[src/rtl/lsu_pkg.sv]
package lsu_pkg;

    localparam int DATA_W = 32;
    localparam int LANES  = DATA_W / 8;

    typedef enum logic [1:0] {
        SZ_BYTE = 2'd0,
        SZ_HALF = 2'd1,
        SZ_WORD = 2'd2,
        SZ_NONE = 2'd3
    } acc_size_e;

    typedef struct packed {
        logic      legal;
        logic      is_store;
        logic      use_imm;
        acc_size_e size;
    } op_info_t;

    function automatic op_info_t decode_op(input logic [5:0] op);
        op_info_t r;
        r.use_imm  = op[3];
        r.is_store = op[2];
        r.size     = acc_size_e'(op[1:0]);
        r.legal    = (op[5:4] == 2'b11) && (op[1:0] != 2'b11);
        return r;
    endfunction

    function automatic logic [1:0] low_mask(input acc_size_e sz);
        case (sz)
            SZ_HALF: return 2'b10;
            SZ_WORD: return 2'b00;
            default: return 2'b11;
        endcase
    endfunction

    function automatic logic [LANES-1:0] lane_enables(input acc_size_e sz,
                                                      input logic [1:0] off);
        case (sz)
            SZ_BYTE: return 4'b1000 >> off;
            SZ_HALF: return off[1] ? 4'b0011 : 4'b1100;
            SZ_WORD: return 4'b1111;
            default: return 4'b0000;
        endcase
    endfunction

endpackage

[src/rtl/lsu_agen.sv]
module lsu_agen
    import lsu_pkg::*;
#(
    parameter int ADDR_W = 32
) (
    input  logic              req_valid,
    input  logic [5:0]        opcode,
    input  logic [ADDR_W-1:0] opnd_a,
    input  logic [ADDR_W-1:0] opnd_b,
    input  logic [ADDR_W-1:0] imm_ext,
    output op_info_t          info,
    output logic              fire,
    output logic [1:0]        ea_off,
    output logic [ADDR_W-1:0] addr_al
);
    logic [ADDR_W-1:0] offset;
    logic [ADDR_W-1:0] ea;

    always_comb begin
        info    = decode_op(opcode);
        fire    = req_valid && info.legal;
        offset  = info.use_imm ? imm_ext : opnd_b;
        ea      = opnd_a + offset;
        ea_off  = ea[1:0];
        addr_al = {ea[ADDR_W-1:2], ea[1:0] & low_mask(info.size)};
    end
endmodule

[src/rtl/lsu_store_lane.sv]
module lsu_store_lane
    import lsu_pkg::*;
(
    input  logic              st_fire,
    input  acc_size_e         size,
    input  logic [1:0]        off,
    input  logic [DATA_W-1:0] store_val,
    output logic [LANES-1:0]  be,
    output logic [DATA_W-1:0] wdata
);
    assign be = st_fire ? lane_enables(size, off) : '0;

    for (genvar g = 0; g < LANES; g++) begin : g_lane
        always_comb begin
            case (size)
                SZ_BYTE: wdata[g*8 +: 8] = store_val[7:0];
                SZ_HALF: wdata[g*8 +: 8] = store_val[(g % 2)*8 +: 8];
                default: wdata[g*8 +: 8] = store_val[g*8 +: 8];
            endcase
        end
    end
endmodule

[src/rtl/lsu_load_extract.sv]
module lsu_load_extract
    import lsu_pkg::*;
(
    input  logic              clk,
    input  logic              rst,
    input  logic              ld_fire,
    input  acc_size_e         size,
    input  logic [1:0]        off,
    input  logic [DATA_W-1:0] rdata,
    output logic              ld_valid,
    output logic [DATA_W-1:0] ld_data
);
    acc_size_e  size_q;
    logic [1:0] off_q;

    always_ff @(posedge clk) begin
        if (rst) begin
            ld_valid <= 1'b0;
            size_q   <= SZ_WORD;
            off_q    <= 2'b00;
        end else begin
            ld_valid <= ld_fire;
            if (ld_fire) begin
                size_q <= size;
                off_q  <= off;
            end
        end
    end

    always_comb begin
        case (size_q)
            SZ_BYTE: ld_data = {24'b0, rdata[8*(3 - off_q) +: 8]};
            SZ_HALF: ld_data = {16'b0, off_q[1] ? rdata[15:0] : rdata[31:16]};
            default: ld_data = rdata;
        endcase
    end


    byte_zero_ext_chk: assert property (@(posedge clk) disable iff (rst)
        (ld_valid && size_q == SZ_BYTE) |-> (ld_data[31:8] == 24'b0));

    half_zero_ext_chk: assert property (@(posedge clk) disable iff (rst)
        (ld_valid && size_q == SZ_HALF) |-> (ld_data[31:16] == 16'b0));
endmodule

[src/rtl/lsu_align_unit.sv]
module lsu_align_unit
    import lsu_pkg::*;
#(
    parameter int ADDR_W = 32
) (
    input  logic              clk,
    input  logic              rst,
    input  logic              req_valid,
    input  logic [5:0]        opcode,
    input  logic [ADDR_W-1:0] opnd_a,
    input  logic [ADDR_W-1:0] opnd_b,
    input  logic [ADDR_W-1:0] imm_ext,
    input  logic [31:0]       store_val,
    output logic              mem_req,
    output logic              mem_we,
    output logic [ADDR_W-1:0] mem_addr,
    output logic [3:0]        mem_be,
    output logic [31:0]       mem_wdata,
    input  logic [31:0]       mem_rdata,
    output logic              ld_valid,
    output logic [31:0]       ld_data
);
    op_info_t   info;
    logic       fire;
    logic [1:0] ea_off;

    lsu_agen #(.ADDR_W(ADDR_W)) u_agen (
        .req_valid (req_valid),
        .opcode    (opcode),
        .opnd_a    (opnd_a),
        .opnd_b    (opnd_b),
        .imm_ext   (imm_ext),
        .info      (info),
        .fire      (fire),
        .ea_off    (ea_off),
        .addr_al   (mem_addr)
    );

    assign mem_req = fire;
    assign mem_we  = fire && info.is_store;

    lsu_store_lane u_store (
        .st_fire   (mem_we),
        .size      (info.size),
        .off       (ea_off),
        .store_val (store_val),
        .be        (mem_be),
        .wdata     (mem_wdata)
    );

    lsu_load_extract u_load (
        .clk      (clk),
        .rst      (rst),
        .ld_fire  (fire && !info.is_store),
        .size     (info.size),
        .off      (ea_off),
        .rdata    (mem_rdata),
        .ld_valid (ld_valid),
        .ld_data  (ld_data)
    );


    load_returns_chk: assert property (@(posedge clk) disable iff (rst)
        (mem_req && !mem_we) |=> ld_valid);

    no_spurious_valid_chk: assert property (@(posedge clk) disable iff (rst)
        !(mem_req && !mem_we) |=> !ld_valid);

    be_store_only_chk: assert property (@(posedge clk) disable iff (rst)
        !mem_we |-> (mem_be == 4'b0000));

    word_align_chk: assert property (@(posedge clk) disable iff (rst)
        (mem_we && mem_be == 4'b1111) |-> (mem_addr[1:0] == 2'b00));

    be_shape_chk: assert property (@(posedge clk) disable iff (rst)
        mem_we |-> ($countones(mem_be) inside {1, 2, 4}));

    we_needs_req_chk: assert property (@(posedge clk) disable iff (rst)
        mem_we |-> mem_req);
endmodule

[config.mk]
export PLATFORM = sky130hd
export DESIGN_NAME = lsu_align_unit
export DESIGN_NICKNAME = d
export VERILOG_FILES = /design/src/rtl/lsu_pkg.sv /design/src/rtl/lsu_agen.sv /design/src/rtl/lsu_store_lane.sv /design/src/rtl/lsu_load_extract.sv /design/src/rtl/lsu_align_unit.sv
export SDC_FILE = /design/constraint.sdc
export NUM_CORES = 1
export LEC_CHECK = 0
export BUFFER_PORTS_ARGS = -buffer_cell sky130_fd_sc_hd__buf_2
export CAP_MARGIN = 20
export CORE_AREA = 2 2 104 106
export DETAILED_ROUTE_END_ITERATION = 10
export DIE_AREA = 0 0 106 108
export GPL_ROUTABILITY_DRIVEN = 0
export GPL_TIMING_DRIVEN = 0
export PLACE_DENSITY_LB_ADDON = 0.2
export SLEW_MARGIN = 30
export SYNTH_ARGS = -nofsm -noshare
export SYNTH_HDL_FRONTEND = slang
export SYNTH_HIERARCHICAL = 1
export SYNTH_SLANG_ARGS = --single-unit
[constraint.sdc]
create_clock -name clk -period 5.44 [get_ports clk]
set_clock_uncertainty 0.05 [all_clocks]
set_input_delay 0.816 -clock clk [delete_from_list [all_inputs] [get_ports clk]]
set_output_delay 0.816 -clock clk [all_outputs]
set_load 0.05 [all_outputs]
After elaboration in Yosys (flattened, before gate mapping):

Index checks and enable logic that the tools add are counted.

* bits in read-only memories: 0
* bits in latches: 0
* input bits: 169
* output and inout port bits: 103
* memories kept: 0
* RAM bits: 0
* flip-flop bits (word level): 5
* word-level logic and storage cells: 31

* bitwise operators: 1
* $lt $le $gt $ge: 0
* add/subtract/negate cells: 2
* div/mod/pow operators: 0
* reductions and logical operators: 8
* mux-type cells: 10
* multipliers: 0
* shift operators: 2
* equality and inequality tests: 5

Operators with widths (count)
* case mux 32 bit (2 select lines): 1
* variable part select 32 x 33 -> 8 bit: 1
* adder 32 bit: 1
* two-way mux 32 bit: 1
* two-way mux 16 bit: 1
* two-way mux 8 bit: 2
* case mux 8 bit (2 select lines): 1
* case mux 4 bit (3 select lines): 1
* two-way mux 4 bit: 2
* == test 2 x 1 -> 1 bit (second input constant): 2
* == test 2 bit (second input constant): 2
* logical AND 1 bit: 4
* logical NOT 2 bit: 2
* case mux 2 bit (2 select lines): 1
* right shift 4 x 2 -> 4 bit (first input constant): 1
* subtractor 2 x 2 -> 3 bit (first input constant): 1
* AND 2 bit: 1
* inequality test 2 bit (second input constant): 1
* OR reduction 2 bit: 1
* logical NOT 1 bit: 1

Longest topological paths before layout:

Gate-level depths: netlist of the first run.

* word-level depth: 5
* gate-level depth with buffers: 11
* mapped depth without buffers: 9

Modules after synthesis:

Netlist of the first run, hierarchy kept.

Modules (own cells, without submodules)
* lsu_agen: cells an instance 326, sequential area each 0.0 um2, instances 1, area each 2409.8 um2
* lsu_load_extract: cells an instance 84, sequential area each 100.1 um2, instances 1, area each 651.9 um2
* lsu_store_lane: cells an instance 66, sequential area each 0.0 um2, instances 1, area each 484.2 um2
* lsu_align_unit: cells an instance 2, sequential area each 0.0 um2, instances 1, area each 16.3 um2

Least setup slack after synthesis of the first run:

No wires, ideal clock.

* kind: input to output
* start: input opcode[3]
* end: output mem_addr[13]
* path buffers: 3
* stages on the path: 11
* arrival: 4.270 ns
* data required time: 4.574 ns
* slack: 0.304 ns
* cells stage by stage: clkbuf_1 > clkbuf_1 > mux2_2 > ha_1 > buf_6 > a21o_1 > a31oi_4 > and3_1 > o21ai_1 > o21a_1 > o311ai_1

* longest elaborated chain between the ends: 2

Ends and longest elaborated chain
* start, declared: line lsu_align_unit.sv:9 `input logic [5:0] opcode,`
* two-way mux 32 bit: line lsu_agen.sv:22 `offset = info.use_imm ? imm_ext : opnd_b;`
* adder 32 bit: line lsu_agen.sv:23 `ea = opnd_a + offset;`
* end, declared: line lsu_align_unit.sv:16 `output logic [ADDR_W-1:0] mem_addr,`

No other way between the ends.

Worst setup path after layout of the first run:

* start: input opcode[3]
* end: output mem_addr[18]

Same word-level chain as after synthesis.

==> flow_summary.ini, run 1 <==
[power_and_ir_drop]
seqPwrFrac_pct = 3.7
p_total_mw = 1.04
power_frac_clock_pct = 6.5
leakage_nw = 2.56
p_comb_share_pct = 89.9
internal_power_uw = 378
swShare_pct = 63.7
power_switching_uw = 663
p_per_area_nw_per_um2 = 203
vdd_drop_max_mv = 0.122

[cts]
ctsLongestPathBuffers = 2
clkTransAtPathRegs_ps = 30
cts_buffers = 3
cts_tree = yes
cts_resized = 0
clock_latency_ps = 220
clock_sinks = 5
holdBufCountCts = 0
cts_setup_buffers = 0
clockRootBuffer = clkbuf_8
cts_htree_levels = 1

[cells_and_area]
fin_util_pct = 50.1
finalNetCount = 954
final_common_cell = buf_2
drive_gt1_share_pct = 48.1
fin_area_sq_um = 5130
fillers = 1054
syn2layout_area_growth_pct = 44.2
final_cell_mix = 273 x buf_2, 47 x mux2_2, 41 x a21oi_1

[logic_synthesis]
synth.avg_cell_area_sq_um = 7.45
syn_inst = 477
yosys_warnings = 6
synth_area_sq_um = 3550
syn-num-nets = 680

[timing]
period_minus_slack_ps = 5290
rsz0062_at_grt = false
relSlewSlack_pct = 58.0
final-hold-violation-count = 0
timing.final.crit_share_pct = 97.2
maxSlewViolCount = 0
finalSetupViolations = 0
tightest_slew_ps = 630
fmax_mhz = 189
tns_ps = 0

[routing]
num_vias = 4690
first_pass_iters = 4
initialDrtViolationCount = 192
totalWireLength_mm = 14.4
routedWlPerCell_microns = 16.1
drtAntennaViolNets = 0
drcViolationCount = 0
viasPerCell = 5.27

[placement]
dpl.hpwl_mm = 12.5
placed_area_sq_um = 5070
numPortBuffers = 269

[global_route]
grt_use_total_pct = 24.0
grt_max_degree = 11
grt_pass1_vias = 4590
gr-total-overflow = 0
grt_pass1_wl_mm = 22.3
antenna_found_initial = 9

[floorplanning]
die_w_microns = 106
placementRows = 37
core-area_sq_um = 10200
ios = 272
die_area_sq_um = 11400
die_h_microns = 108
initial_core_util_pct = 34.7

[worst_setup_path]
crit_slowest_cell = clkbuf_1
cp_max_fo = 10
max_stage_delay_ps = 530
worst_path_most_repeated_cell = clkbuf_1
cp.required_ps = 4570
start_kind = input pin
crit_type = input pin to output pin
arrival_ps = 4420
cp-end-kind = output pin
path_cells = clkbuf_1 -> clkbuf_1 -> mux2_2 -> ha_1 -> fa_1 -> a21oi_1 -> a2bb2oi_1 -> a21o_1 -> nand2_1 -> a311oi_1 -> xnor2_1 -> buf_2

[job]
maxCapViolations = 0

[min_path]
hold_path_class = flop to flop

[status]
status = finished clean
-- worst paths after layout --
check                    from               end  slack (ps)  depth (start not counted)
max                 opcode[3]      mem_addr[18]         150                         12
min           u_load/off_q[0]   u_load/off_q[0]         490                          2
max reg2reg  u_load/size_q[1]  u_load/size_q[1]        4420                          3
min reg2reg   u_load/off_q[0]   u_load/off_q[0]         490                          2
-- power by group through the flow --
stage          Sequential [mW]  Clock (mW)  Combinational, mW
2_1_floorplan           0.0391           0              0.695
3_3_place_gp            0.0388           0              0.921
3_5_place_dp            0.0388           0              0.930
4_1_cts                 0.0383      0.0701              0.934
5_1_grt                 0.0384      0.0731              0.998
6_report                0.0383      0.0672              0.935
-- stage by stage --
step                std cells  setup slack, ps  hold slack (ps)
detailed placement        882              222              476
finish                    890              150              493
global placement          882              212              458
floorplan                 477              304              427
CTS                       886              199              492
global route              888             10.3              551
-- cell type report --
cell class / instances / area [sq um] / share of cell area (%)
Sequential cell: 5 / 100 / 1.95
Clock buffer: 4 / 45.0 / 0.879
Timing Repair Buffer: 269 / 1350 / 26.3
Multi-Input combinational cell: 426 / 3200 / 62.4
Tap cell: 136 / 170 / 3.32
Antenna cell: 4 / 10.0 / 0.195
Inverter: 13 / 48.8 / 0.952
Buffer: 33 / 209 / 4.08
-- routing by layer --
| metal | share of wire (%) | up-vias | global-route usage [%] |
|---|---|---|---|
| met1 | 40 | 2136 | 28.5 |
| met2 | 49 | 195 | 43.1 |
| met4 | 1.4 | 10 | 5.17 |
| met5 | 0.53 | - | 0 |
| met3 | 8.9 | 27 | 6.81 |
| li1 | - | 2322 | - |
-- registers in the layout, summed over array words and instances (netlist names) --
register	flops
u_load/off_q	2
u_load/size_q	2
u_load/ld_valid	1
-- critical path: cells and delay by family --
| kind | cells | cell delay, ps |
|---|---|---|
| AOI/OAI and AO/OA | 4 | 1250 |
| xor gates and xnor gates | 1 | 160 |
| adders and majority gates | 2 | 620 |
| buffers and inverters | 3 | 1060 |
| muxes | 1 | 420 |
| and+or+nand+nor | 1 | 80 |
(Power assumes the default switching activity.)
==> run 2, diff against run 1 <==
CTS_BUF_LIST = sky130_fd_sc_hd__clkbuf_16   (was default)
==> flow_summary.ini, run 2 (synthesized netlist as in run 1, its figures left out) <==
[timing]
finalSetupViolations = 0
whs_ps = 477
maxSlewViolCount = 0
fmax_mhz = 189
finalWorstSetupSlack_ps = 139
tightest_slew_ps = 629
relSlewSlack_pct = 58.1
rsz0062_at_grt = false
timing.final.crit_share_pct = 97.4
final-hold-violation-count = 0
tns_ps = 0
period_minus_slack_ps = 5300

[cts]
ctsLongestPathBuffers = 2
clock_sinks = 5
cts_resized = 0
cts_setup_buffers = 0
clkTransAtPathRegs_ps = 30
cts_buffers = 3
holdBufCountCts = 0
clockRootBuffer = clkbuf_16
cts_tree = yes
clock_latency_ps = 230
cts_htree_levels = 1

[global_route]
grt_use_total_pct = 24.0
gr-total-overflow = 0
gr-usage-met3_pct = 6.81
grt_max_degree = 11
grt.busiest_layer = met2
antenna_found_initial = 9
grt_pass1_vias = 4578
grt_util_met2_pct = 42.9
grt_util_met1_pct = 28.5
grt_pass1_wl_mm = 22.2

[cells_and_area]
final_common_cell = buf_2
syn2layout_area_growth_pct = 45.2
fin_area_sq_um = 5160
reg_top3 = u_load/off_q: 2 flops, u_load/size_q: 2 flops, u_load/ld_valid: 1 flops
final_cell_mix = 273 x buf_2, 47 x mux2_2, 41 x a21oi_1
drive_gt1_share_pct = 48.1
fin_util_pct = 50.4
finalNetCount = 954
fillers = 1049
layoutNonFillerInstCount = 890

[power_and_ir_drop]
internal_power_uw = 423
p_total_mw = 1.09
seqPwrFrac_pct = 3.5
vdd_drop_max_mv = 0.123
power_frac_clock_pct = 10.9
p_per_area_nw_per_um2 = 212
leakage_nw = 2.58
swShare_pct = 61.3
power_switching_uw = 669
p_comb_share_pct = 85.6

[worst_setup_path]
cp.required_ps = 4570
reg2reg_depth = 3
max_stage_delay_ps = 530
arrival_ps = 4430
path_cells = clkbuf_1 -> clkbuf_1 -> mux2_2 -> ha_1 -> fa_1 -> a21oi_1 -> a2bb2oi_1 -> a21o_1 -> nand2_1 -> a311oi_1 -> xnor2_1 -> buf_2
start_kind = input pin
worst_path_most_repeated_cell = clkbuf_1
cp_num_buf_inv = 3
crit_slowest_cell = clkbuf_1
cp.depth = 12
cp_max_fo = 10
cp-end-kind = output pin
crit_type = input pin to output pin
crit_family = compound AO/OA/AOI/OAI gates

[floorplanning]
ios = 272
placementRows = 37
initial_core_util_pct = 34.7
die_w_microns = 106
die_area_sq_um = 11400
core-area_sq_um = 10200
die_h_microns = 108

[status]
status = finished clean

[routing]
drtAntennaViolNets = 0
totalWireLength_mm = 14.3
num_vias = 4695
first_pass_iters = 4
routedWlPerCell_microns = 16.1
initialDrtViolationCount = 211
viasPerCell = 5.28
drcViolationCount = 0

[placement]
numPortBuffers = 269
placed_area_sq_um = 5070
dp_cells = 882
pre_cts_ws_ps = 222
dpl.hpwl_mm = 12.5

[min_path]
hold_path_class = flop to flop
min_path_cells = 2

[job]
maxCapViolations = 0
-- run 2: area by class of cell --
cell class                      count  area, sq um  share of cell area [%]
Sequential cell                     5          100                    1.94
Buffer                             33          209                    4.05
Multi-Input combinational cell    426         3200                    62.0
Tap cell                          136          170                    3.30
Timing Repair Buffer              269         1350                    26.1
Clock inverter                      1         3.75                  0.0727
Inverter                           13         48.8                   0.946
Antenna cell                        4         10.0                   0.194
Clock buffer                        3         75.1                    1.45
-- run 2: worst paths after layout --
check	slack, ps	endpoint	startpoint
hold / removal	480	u_load/off_q[0]	u_load/off_q[0]
setup reg to reg	4420	u_load/size_q[1]	u_load/size_q[1]
hold reg to reg	480	u_load/off_q[0]	u_load/off_q[0]
setup / recovery	140	mem_addr[18]	opcode[3]
-- run 2: power groups by stage --
stage	clock network [mW]	registers [mW]	logic (mW)
floorplan	0	0.0391	0.695
global placement	0	0.0388	0.921
detailed placement	0	0.0388	0.930
CTS	0.120	0.0383	0.934
global route	0.123	0.0384	0.998
finish	0.119	0.0383	0.935
-- run 2: worst reg2reg max path: stages, from the launching register on --
cell and delay, ps:
dfxtp_1 310, buf_2 170, nor2b_1 140, a211o_1 230
-- run 2: layer usage --
layer,vias to the layer above,part of all wire (%)
met3,29,8.8
li1,2318,-
met1,2148,40
met5,-,0.51
met4,10,1.6
met2,190,49
